===== src/rtl/fpx_exc_pkg.sv =====
package fpx_exc_pkg;
  localparam int unsigned NUM_EXC = 6;
  typedef enum logic [2:0] {
    EXC_INVALID = 3'd0,
    EXC_DENORM  = 3'd1,
    EXC_ZDIV    = 3'd2,
    EXC_OVF     = 3'd3,
    EXC_UNF     = 3'd4,
    EXC_INEXACT = 3'd5
  } exc_idx_e;
endpackage


===== src/rtl/fpx_denorm_det.sv =====
module fpx_denorm_det #(
  parameter int unsigned EXP_W  = 15,
  parameter int unsigned FRAC_W = 64
) (
  input  logic [EXP_W-1:0]  exp_i,
  input  logic [FRAC_W-1:0] frac_i,
  output logic              denorm_o
);
  assign denorm_o = (exp_i == '0) && (frac_i != '0);
endmodule


===== src/rtl/fpx_flag_reg.sv =====
module fpx_flag_reg #(
  parameter int unsigned NUM_EXC = 6
) (
  input  logic               clk_i,
  input  logic               rst_ni,
  input  logic               set_en_i,
  input  logic [NUM_EXC-1:0] set_i,
  input  logic               clr_i,
  output logic [NUM_EXC-1:0] flags_o
);
  logic [NUM_EXC-1:0] base;
  assign base = clr_i ? '0 : flags_o;

  // new events in a clear cycle survive the clear
  always_ff @(posedge clk_i or negedge rst_ni) begin
    if (!rst_ni)
      flags_o <= '0;
    else if (set_en_i || clr_i)
      flags_o <= base | (set_en_i ? set_i : '0);
  end
endmodule


===== src/rtl/fpx_ptr_cap.sv =====
module fpx_ptr_cap #(
  parameter int unsigned ADDR_W = 20,
  parameter int unsigned PFX_W  = 4,
  parameter int unsigned OPC_W  = 11
) (
  input  logic              clk_i,
  input  logic              rst_ni,
  input  logic              cap_i,
  input  logic [ADDR_W-1:0] esc_addr_i,
  input  logic [PFX_W-1:0]  pfx_cnt_i,
  input  logic [ADDR_W-1:0] oper_addr_i,
  input  logic [OPC_W-1:0]  opcode_i,
  input  logic              prot_mode_i,
  output logic [ADDR_W-1:0] ip_o,
  output logic [ADDR_W-1:0] dp_o,
  output logic [OPC_W-1:0]  opcode_o
);
  logic [ADDR_W-1:0] first_byte;
  assign first_byte = esc_addr_i - ADDR_W'(pfx_cnt_i);

  always_ff @(posedge clk_i or negedge rst_ni) begin
    if (!rst_ni) begin
      ip_o     <= '0;
      dp_o     <= '0;
      opcode_o <= '0;
    end else if (cap_i) begin
      ip_o     <= first_byte;
      dp_o     <= oper_addr_i;
      opcode_o <= prot_mode_i ? '0 : opcode_i;
    end
  end
endmodule


===== src/rtl/fpx_exc_unit.sv =====
module fpx_exc_unit #(
  parameter int unsigned NUM_EXC = fpx_exc_pkg::NUM_EXC,
  parameter int unsigned EXP_W   = 15,
  parameter int unsigned FRAC_W  = 64,
  parameter int unsigned ADDR_W  = 20,
  parameter int unsigned PFX_W   = 4,
  parameter int unsigned OPC_W   = 11
) (
  input  logic               clk_i,
  input  logic               rst_ni,
  input  logic               op_valid_i,
  input  logic [NUM_EXC-1:0] exc_i,
  input  logic [EXP_W-1:0]   opnd_exp_i,
  input  logic [FRAC_W-1:0]  opnd_frac_i,
  input  logic [ADDR_W-1:0]  esc_addr_i,
  input  logic [PFX_W-1:0]   pfx_cnt_i,
  input  logic [ADDR_W-1:0]  oper_addr_i,
  input  logic [OPC_W-1:0]   opcode_i,
  input  logic               prot_mode_i,
  input  logic               mask_we_i,
  input  logic [NUM_EXC-1:0] mask_i,
  input  logic               clr_i,
  output logic [NUM_EXC-1:0] flags_o,
  output logic               err_sum_o,
  output logic               error_o,
  output logic [ADDR_W-1:0]  ip_o,
  output logic [ADDR_W-1:0]  dp_o,
  output logic [OPC_W-1:0]   opcode_o
);
  import fpx_exc_pkg::*;

  logic               denorm;
  logic [NUM_EXC-1:0] exc_eff;
  logic [NUM_EXC-1:0] mask_q;
  logic               new_err;

  fpx_denorm_det #(.EXP_W(EXP_W), .FRAC_W(FRAC_W)) u_denorm (
    .exp_i   (opnd_exp_i),
    .frac_i  (opnd_frac_i),
    .denorm_o(denorm)
  );

  always_comb begin
    exc_eff = exc_i;
    exc_eff[EXC_DENORM] = exc_i[EXC_DENORM] | denorm;
  end

  always_ff @(posedge clk_i or negedge rst_ni) begin
    if (!rst_ni)        mask_q <= '1;
    else if (mask_we_i) mask_q <= mask_i;
  end

  fpx_flag_reg #(.NUM_EXC(NUM_EXC)) u_flags (
    .clk_i   (clk_i),
    .rst_ni  (rst_ni),
    .set_en_i(op_valid_i),
    .set_i   (exc_eff),
    .clr_i   (clr_i),
    .flags_o (flags_o)
  );

  assign err_sum_o = |(flags_o & ~mask_q);
  assign error_o   = err_sum_o;

  // only the first unmasked error is recorded
  assign new_err = op_valid_i && (|(exc_eff & ~mask_q)) && !err_sum_o;

  fpx_ptr_cap #(.ADDR_W(ADDR_W), .PFX_W(PFX_W), .OPC_W(OPC_W)) u_ptr (
    .clk_i      (clk_i),
    .rst_ni     (rst_ni),
    .cap_i      (new_err),
    .esc_addr_i (esc_addr_i),
    .pfx_cnt_i  (pfx_cnt_i),
    .oper_addr_i(oper_addr_i),
    .opcode_i   (opcode_i),
    .prot_mode_i(prot_mode_i),
    .ip_o       (ip_o),
    .dp_o       (dp_o),
    .opcode_o   (opcode_o)
  );
endmodule


===== config.mk =====
export PLATFORM = sky130hd
export DESIGN_NAME = fpx_exc_unit
export DESIGN_NICKNAME = d
export VERILOG_FILES = /design/src/rtl/fpx_exc_pkg.sv /design/src/rtl/fpx_denorm_det.sv /design/src/rtl/fpx_flag_reg.sv /design/src/rtl/fpx_ptr_cap.sv /design/src/rtl/fpx_exc_unit.sv
export SDC_FILE = /design/constraint.sdc
export NUM_CORES = 1
export LEC_CHECK = 0
export BUFFER_PORTS_ARGS = -buffer_cell sky130_fd_sc_hd__buf_2
export CAP_MARGIN = 20
export CORE_MARGIN = 2
export CORE_UTILIZATION = 37
export CTS_CLUSTER_DIAMETER = 120
export DETAILED_ROUTE_END_ITERATION = 7
export GPL_TIMING_DRIVEN = 1
export PLACE_DENSITY = 0.71
export SYNTH_ARGS = -nofsm -noshare
export SYNTH_HDL_FRONTEND = slang
export SYNTH_SLANG_ARGS = --single-unit

===== constraint.sdc =====
create_clock -name clk_i -period 2.49 [get_ports clk_i]
set_input_delay 0.249 -clock clk_i [delete_from_list [all_inputs] [get_ports clk_i]]
set_output_delay 0.249 -clock clk_i [all_outputs]
set_load 0.02 [all_outputs]

# ---- Word-level counts from Yosys, hierarchy flattened
# Cells that the tools add are included.
dict set report totals {
  out_inout_bits 59
  wordCells 23
  reg_bits 63
  in_bits 152
}
dict set report op_classes {
  n_addsub 1
  n_reduce_logical 9
  mux 3
  n_bitwise 5
}
# operator n
set op_table {}
lappend op_table {{$reduce_bool 64->1} 1}
lappend op_table {{$sub 20x4->20} 1}
lappend op_table {{$logic_not 15->1} 1}
lappend op_table {{$and 6x6->6} 2}
lappend op_table {{$mux 6} 2}
lappend op_table {{$reduce_or 6->1} 2}
lappend op_table {{$mux 11} 1}
lappend op_table {{$not 6->6} 1}
lappend op_table {{$or 6x6->6} 1}
lappend op_table {{$logic_and 1x1->1} 3}
lappend op_table {{$logic_not 1->1} 1}
lappend op_table {{$logic_or 1x1->1} 1}
lappend op_table {{$or 1x1->1} 1}

# ---- Logic depth before layout (Yosys ltp)
# Gate-level depths: netlist of the first run.
dict set report depth {
  ltp_word 7
  ltp_mapped 9
  ltp_nobuf 9
}

# ---- By module
# A second synthesis of the first run with hierarchy kept.
dict set report hier_totals {
  hier_cells 311
  hier_area_um2 3186.8
}
# module area_each_um2 cells_per_inst n_inst seq_area_each_um2
set modules_own_cells {}
lappend modules_own_cells {fpx_ptr_cap 2442.3 225 1 1276.2}
lappend modules_own_cells {fpx_exc_unit 347.8 35 1 157.7}
lappend modules_own_cells {fpx_flag_reg 225.2 24 1 150.1}
lappend modules_own_cells {fpx_denorm_det 171.4 27 1 0.0}

# ---- Worst setup path before layout of the first run
# OpenSTA, ideal clock, no wires.
dict set report synth_timing {
  path_type {register to register}
  from {register mask_q[0]}
  to {register u_ptr.dp_o[0]}
  stages_incl_launch_ff 7
  period_less_slack_ns 1.997
  setup_time_ns 0.125
  path_buffers 1
  path_slack_ns 0.493
  arrival_ns 1.872
  required_time_ns 2.365
  path_cell_list {dfstp_2 > inv_1 > a22o_1 > o311a_1 > a41oi_4 > buf_6 > mux2_4}
}
dict set report synth_between {
  elab_chain_cells 5
  elab_cells_between_ends 8
  classes_between {bitwise: 3; reduce/logical: 5}
}
# element line
set synth_rtl {}
lappend synth_rtl {{start, declared} fpx_exc_unit.sv:34} ;# logic [NUM_EXC-1:0] mask_q;
lappend synth_rtl {{start signal, assigned} fpx_exc_unit.sv:50} ;# else if (mask_we_i) mask_q <= mask_i;
lappend synth_rtl {{$not 6->6 *} {fpx_exc_unit.sv:62, fpx_exc_unit.sv:66}}
lappend synth_rtl {{$and 6x6->6 (on tied branches)} {fpx_exc_unit.sv:66, fpx_exc_unit.sv:62}}
lappend synth_rtl {{$reduce_or 6->1 (on tied branches)} {fpx_exc_unit.sv:66, fpx_exc_unit.sv:62}}
lappend synth_rtl {{$logic_and 1x1->1 / $logic_not 1->1 (equally long branches)} fpx_exc_unit.sv:66} ;# assign new_err = op_valid_i && (|(exc_eff & ~mask_q)) && !err_sum_o;
lappend synth_rtl {{$logic_and 1x1->1 *} fpx_exc_unit.sv:66}
lappend synth_rtl {{end signal, assigned} fpx_ptr_cap.sv:28} ;# dp_o <= oper_addr_i;
lappend synth_rtl {{end, declared} fpx_ptr_cap.sv:15} ;# output logic [ADDR_W-1:0] dp_o,
# Every way passes the cells marked *; elsewhere a longest branch is shown, timed or not.
# A chain may end at the register's enable or synchronous reset.

# ---- Worst setup path in the final report of the first run
dict set report layout_timing {
  from {register mask_q[1]}
  to {register u_ptr.dp_o[1]}
}
# The elaborated chain is that of the path after synthesis.

==> results of run 1 <==
kinds of logic (layout without fill, tap and decap cells):
group / Yosys count / count (layout) / share of synthesized area, %
flops: 63 / 63 / 47.2
xor+xnor: 17 / 17 / 4.44
fa+ha+maj: 5 / 5 / 2.09
simple gates: 75 / 75 / 13.4
mux: 55 / 55 / 23.8
buf+inv: 29 / 260 / 4.48
compound gates: 22 / 22 / 4.63
power groups by stage:
stage	clock [mW]	sequential [mW]	combinational, mW
final	1.01	1.62	1.82
after detailed placement	0	1.63	1.84
after global placement	0	1.63	1.81
after CTS	1.04	1.63	1.85
after floorplan	0	2.08	0.682
after global routing	1.10	1.67	1.93
state kept, by name, summed over array words and instances, names as in the netlist:
name and flops:
u_ptr.dp_o 20, u_ptr.ip_o 20, u_ptr.opcode_o 11, mask_q 6, u_flags.flags_o 6
final cells by class:
cell class,count,area (µm²),area share (%)
timing repair buffer,224,1230,25.3
clock buffer,9,124,2.54
tap,108,135,2.77
clock inverter,7,103,2.11
sequential,63,1580,32.5
inverter,20,75.1,1.54
multi-input combinational,174,1620,33.2
synthesized netlist by cell type (2+ instances only):
library cell | instances | share of area, %
dfstp_2 | 6 | 4.7
nor2_1 | 7 | 0.78
xnor2_1 | 9 | 2.4
o21ai_0 | 10 | 1.5
mux2i_1 | 2 | 0.60
buf_6 | 5 | 1.7
nand4_1 | 6 | 1.1
nor2b_1 | 13 | 2.4
dfrtp_1 | 57 | 43
o21a_1 | 2 | 0.45
nand2_1 | 12 | 1.3
inv_1 | 20 | 2.2
mux2_2 | 5 | 1.7
nor4_1 | 21 | 3.9
nor3_1 | 5 | 0.75
or3_1 | 2 | 0.37
xor2_1 | 8 | 2.1
clkbuf_1 | 3 | 0.34
mux2_4 | 48 | 21
ha_1 | 4 | 1.5
o22ai_1 | 5 | 0.93
layer usage:
| metal | up-vias | GRT usage, % | wire length, µm |
|---|---|---|---|
| li1 | 1401 | - | - |
| met1 | 1390 | 20.2 | 3630 |
| met2 | 131 | 35.9 | 4950 |
| met3 | 8 | 6.04 | 643 |
| met4 | 0 | 4.53 | 76 |
| met5 | - | 0 | 0 |
metrics by stage:
step           worst slack (ns)  util, %  area (µm²)
3_5_place_dp             0.0667     52.9        4640
4_1_cts                   0.382     55.6        4870
3_3_place_gp              0.120     52.9        4640
5_1_grt                   0.305     55.6        4870
6_report                  0.395     55.6        4870
2_1_floorplan             0.493        -        3350
worst paths after layout:
path	from	endpoint	slack [ns]	depth (start not counted)
worst max-delay path	mask_q[1]	u_ptr.dp_o[1]	0.40	7
worst min-delay path	oper_addr_i[11]	u_ptr.dp_o[11]	0.14	2
worst max register to register	mask_q[1]	u_ptr.dp_o[1]	0.40	7
worst min register to register	u_ptr.ip_o[2]	u_ptr.ip_o[2]	0.50	1
max in group asynchronous	rst_ni	mask_q[2]	1.25	3
min in group asynchronous	rst_ni	u_ptr.ip_o[17]	0.51	2
==> reports/qor.csv, run 1 <==
metric,value,unit
outcome,"finished, final reports clean",
core,0.00876,mm²
critPathCaptureType,flip-flop,
critical-path-top-delay-family,compound AO/OA/AOI/OAI gates,
grt_pass1_wl,14600,µm
worstPathCellList,"inv_1, a22o_1, o311a_1, a41oi_4, buf_12, buf_12, mux2_4",
rows,34,
p_leak,2.64,nW
grt_usage,18.9,%
synth_edf_count,0,
whs,0.135,ns
slew-limit-headroom,50.0,%
drc,0,
initial_core_util,38.3,%
ir_drop,411,µV
routed_wl,9300,µm
die_w,99.2,µm
path_max_fanout,12,
p_sw,1.57,mW
pwr-share-clk,22.7,%
synth_nets,423,
clk_path_buf_depth,2,
combPwrFrac,40.9,%
clk_latency,0.34,ns
fmax,0.477,GHz
critPathLaunchType,flip-flop,
die_area,0.00984,mm²
post_cts_resized,0,
drive_gt1_share,61.2,%
synth-main-ff-cell,dfrtp_1,
finClkSkew,0.0136,ns
post_synth.cell_area_avg,12.6,µm²
slew_violations,0,
cap_viol_max_count,0,
holdCritPathClass,in -> reg,
cts_tree,built,
hpwl,7640,µm
drtPass1Iterations,5,
synth-seq-area-share,47.2,%
path_common_cell,buf_12,
cts_sinks,63,
viasPerCell,4.84,
seqPwrFrac,36.4,%
min_period,2.09,ns
cts-htree-levels,3,
power.internal,2.88,mW
ys_warn_count,0,
path_buf_inv,3,
ant_nets,0,
p_total,4.45,mW
finalCritPeriodShare,84.1,%
pin_count,211,
tns,0,ns
hold_violations,0,
grt_pass1_vias,3111,
cp_slowest_stage_delay,0.54,ns
drtIter0Drc,62,
postCtsSetupBuffers,0,
cts_buffers,9,
nets,649,
power_density,914,mW/mm²
syn_inst,266,
globalplace.congestion,0.778,
port_buffers,210,
cts_hold_buf,1,
final_cell_count_no_fill,605,
grt_overflow,0,
layout_common_cells,"210 x buf_2, 57 x dfrtp_1, 48 x mux2_4, 21 x nor4_1, 20 x inv_1",
antenna_found_initial,0,
wl_per_cell,15.4,µm
dp_cells,588,
path_class,reg -> reg,
ys_types,37,
tightestPinTransition,0.750,ns
synthesis.area,0.00335,mm²
area_growth,45.3,%
vias,2930,
setup_viol,0,
async_reset_ff_share,100,%
fill_cells,786,
swShare,35.3,%
dieHeight,99.2,µm
yosys_register_bits,63,
cpMaxStageDelayCell,dfstp_2,
critPathArrivalTime,2.31,ns
rsz0062_at_grt,false,
worstPathRequired,2.71,ns
grt_max_degree,35,
path_clk_slew,0.08,ns
root_buffer,clkbuf_8,
diodes,0,
final_common_cell,buf_2,
No activity file was read; power rests on OpenSTA's default activity.
==> run 2, diff against run 1 <==
- ABC_AREA: default -> 1
- PLACE_DENSITY: 0.71 -> 0.73
- clock period: 2.49 -> 1.8 ns (I/O delays scaled with it)
==> run 2 against run 1 <==
Compared with the run above: non-clock buffer count is 3 lower; fmax is 23% higher; first-iteration DRC count rose by 150%; final area grew 0.54%; register-to-register slack got worse by 0.30 ns; critical path type unchanged; largest cell class unchanged.
==> reports/qor.csv, run 2 <==
metric,value,unit,change
outcome,"finished, final reports clean",,
ys_warn_count,0,,unchanged
rows,35,,+2.9%
final_common_cell,buf_2,,
largest_registers,"u_ptr.dp_o (20), u_ptr.ip_o (20), u_ptr.opcode_o (11)",,
ys_types,30,,-19%
globalplace.congestion,0.957,,+23%
root_buffer,clkbuf_8,,
layout_common_cells,"210 x buf_2, 149 x nand2_1, 73 x nor2_1, 57 x dfrtp_1, 55 x nand3_1",,
power.internal,3.14,mW,+9.0%
diodes,0,,unchanged
cts-htree-levels,3,,unchanged
wl_per_cell,13.2,µm,-14%
finalCritPeriodShare,94.4,%,+10 points
cpMaxStageDelayCell,dfstp_2,,
vias,3664,,+25%
rsz0062_at_grt,false,,
die_w,101,µm,+1.4%
grt_use_met1,25.7,%,+5.5 points
routed_wl,10400,µm,+12%
seqPwrFrac,40.6,%,+4.2 points
synth_edf_count,0,,unchanged
drtPass1Iterations,4,,-1
path_buf_inv,2,,-1
area_growth,41.9,%,
final_area,0.00490,mm²,+0.54%
worstPathRequired,2.02,ns,-0.69 ns
pwr-share-clk,19.6,%,-3.1 points
synthesis.area,0.00345,mm²,+2.9%
drc,0,,unchanged
grt_overflow,0,,unchanged
use_met2,32.6,%,-3.3 points
tns,0,ns,unchanged
dieHeight,101,µm,+1.4%
clk_latency,0.33,ns,about the same
grt_usage,20.2,%,+1.3 points
port_buffers,210,,unchanged
setup_ws,0.100,ns,-0.295 ns
critical-path-top-delay-family,flip-flops,,
min_period,1.70,ns,-0.395 ns
synth-seq-area-share,45.9,%,-1.4 points
cts_buffers,9,,unchanged
slew_violations,0,,unchanged
combPwrFrac,39.8,%,-1.1 points
power_density,1080,mW/mm²,+18%
critPathCaptureType,flip-flop,,
post_synth.cell_area_avg,7.49,µm²,-41%
die_area,0.0101,mm²,+2.8%
hpwl,7690,µm,+0.60%
setup_viol,0,,unchanged
fmax,0.588,GHz,+23%
drtIter0Drc,154,,+150%
holdCritPathClass,in -> reg,,
synthTopCellsByArea,"dfrtp_1 41%, nand2_1 16%, nand3_1 8.0%",,
worstPathCellList,"o22ai_1, a211oi_1, nand2_2, buf_12, buf_12, nand3_1, nand2_1",,
swShare,40.5,%,+5.2 points
grt_pass1_vias,3628,,+17%
nets,834,,+29%
final_cell_count_no_fill,793,,+31%
cap_viol_max_count,0,,unchanged
antenna_found_initial,0,,unchanged
async_reset_ff_share,100,%,unchanged
finClkSkew,0.0126,ns,-0.000988 ns
pin_count,211,,unchanged
synth-main-ff-cell,dfrtp_1,,
p_sw,2.14,mW,+36%
hold_violations,0,,unchanged
cp_slowest_stage_delay,0.56,ns,+0.02 ns
critPathLaunchType,flip-flop,,
syn_inst,461,,+73%
clk_path_buf_depth,2,,unchanged
viasPerCell,4.62,,-4.6%
p_leak,2.80,nW,+6.1%
ir_drop,421,µV,+2.3%
slew-limit-headroom,76.4,%,+26 points
utilization,53.5,%,-2.1 points
path_clk_slew,0.07,ns,about the same
tightestPinTransition,0.352,ns,-0.398 ns
ant_nets,0,,unchanged
yosys_register_bits,63,,unchanged
synth_commonest_cells,"149 x nand2_1, 73 x nor2_1, 57 x dfrtp_1",,
p_total,5.28,mW,+19%
use_met3,5.41,%,-0.63 points
core,0.00915,mm²,+4.4%
cts_tree,built,,
post_dp_cell_area,0.00463,mm²,-0.16%
initial_core_util,37.7,%,-0.55 points
grt.busiest_layer,met2,,
grt_max_degree,64,,+83%
path_max_fanout,28,,+16
drive_gt1_share,36.7,%,-25 points
whs,0.0628,ns,-0.0727 ns
dp_cells,770,,+31%
cts_sinks,63,,unchanged
yosysMostFrequentCell,nand2_1,,
pre_cts_ws,0.00553,ns,-0.0612 ns
path_common_cell,buf_12,,
grt_pass1_wl,16300,µm,+12%
critPathArrivalTime,1.92,ns,-0.39 ns
synth_top_area_share,41.3,%,-1.2 points
synth_area_leader_cell,dfrtp_1,,
path_class,reg -> reg,,
synth_nets,618,,+46%
## run 2: cell count changes in the layout (fill, tap and decap cells not counted), moves of 4 or more
cell	change
nand2_1	+137
nor2_1	+66
nand3_1	+54
mux2_4	-48
inv_1	+22
nor4_1	-18
nor2b_1	-13
a21oi_1	+5
buf_4	-5
o21ai_0	-4
## run 2: worst paths after layout
| check | startpoint | endpoint | slack [ns] | cells past startpoint |
|---|---|---|---|---|
| setup / recovery | mask_q[4] | u_ptr.dp_o[13] | 0.10 | 7 |
| hold / removal | mask_i[1] | mask_q[1] | 0.06 | 3 |
| setup reg to reg | mask_q[4] | u_ptr.dp_o[13] | 0.10 | 7 |
| hold reg to reg | u_ptr.opcode_o[6] | u_ptr.opcode_o[6] | 0.47 | 2 |
| max in group asynchronous | rst_ni | mask_q[3] | 1.07 | 3 |
| min in group asynchronous | rst_ni | u_ptr.opcode_o[3] | 0.40 | 3 |
## run 2: cell type report
type                    count  area (µm²)
fillers                   891        4250
inverters                  42         158
multi-input cells         340        1620
flip-flops and latches     63        1580
clock buffers              10         128
well taps                 111         139
clock inverters             6        37.5
repair buffers            221        1230
## run 2: worst register-to-register path, cell delays in order (launching register included)
cell      delay (ns)
dfstp_2         0.56
o22ai_1         0.09
a211oi_1        0.34
nand2_2         0.12
buf_12          0.18
buf_12          0.16
nand3_1         0.09
nand2_1         0.06
## run 2: power by group through the flow
stage / Clock [mW] / Sequential, mW / Combinational, mW
3_5_place_dp: 0 / 2.15 / 2.09
6_report: 1.04 / 2.14 / 2.10
3_3_place_gp: 0 / 2.15 / 2.04
4_1_cts: 1.08 / 2.14 / 2.08
5_1_grt: 1.14 / 2.21 / 2.33
2_1_floorplan: 0 / 2.73 / 0.616
## run 2: metal layers
layer	up-vias	share of wire [%]
li1	1877	-
met1	1637	43
met2	133	47
met3	17	8.5
met4	0	1.8
met5	-	0
## run 2: logic make-up (layout without fill, tap and decap cells)
group	count (synthesis)	count (layout)	share of synthesized area (%)
AOI/OAI and AO/OA	21	21	3.41
xor gates and xnor gates	17	17	4.31
and+or+nand+nor	293	295	35.7
adders and majority gates	5	5	2.03
buffers and inverters	60	279	8.05
DFF	63	63	45.9
muxes	2	2	0.652
## run 2: what timing repair did
action | CTS | global route
hold endpoints to repair | 57 | 0
endpoints found under the setup margin | 0 | 51
gates resized for setup | 0 | 2
hold buffers | 1 | 0
setup buffers | 0 | 3
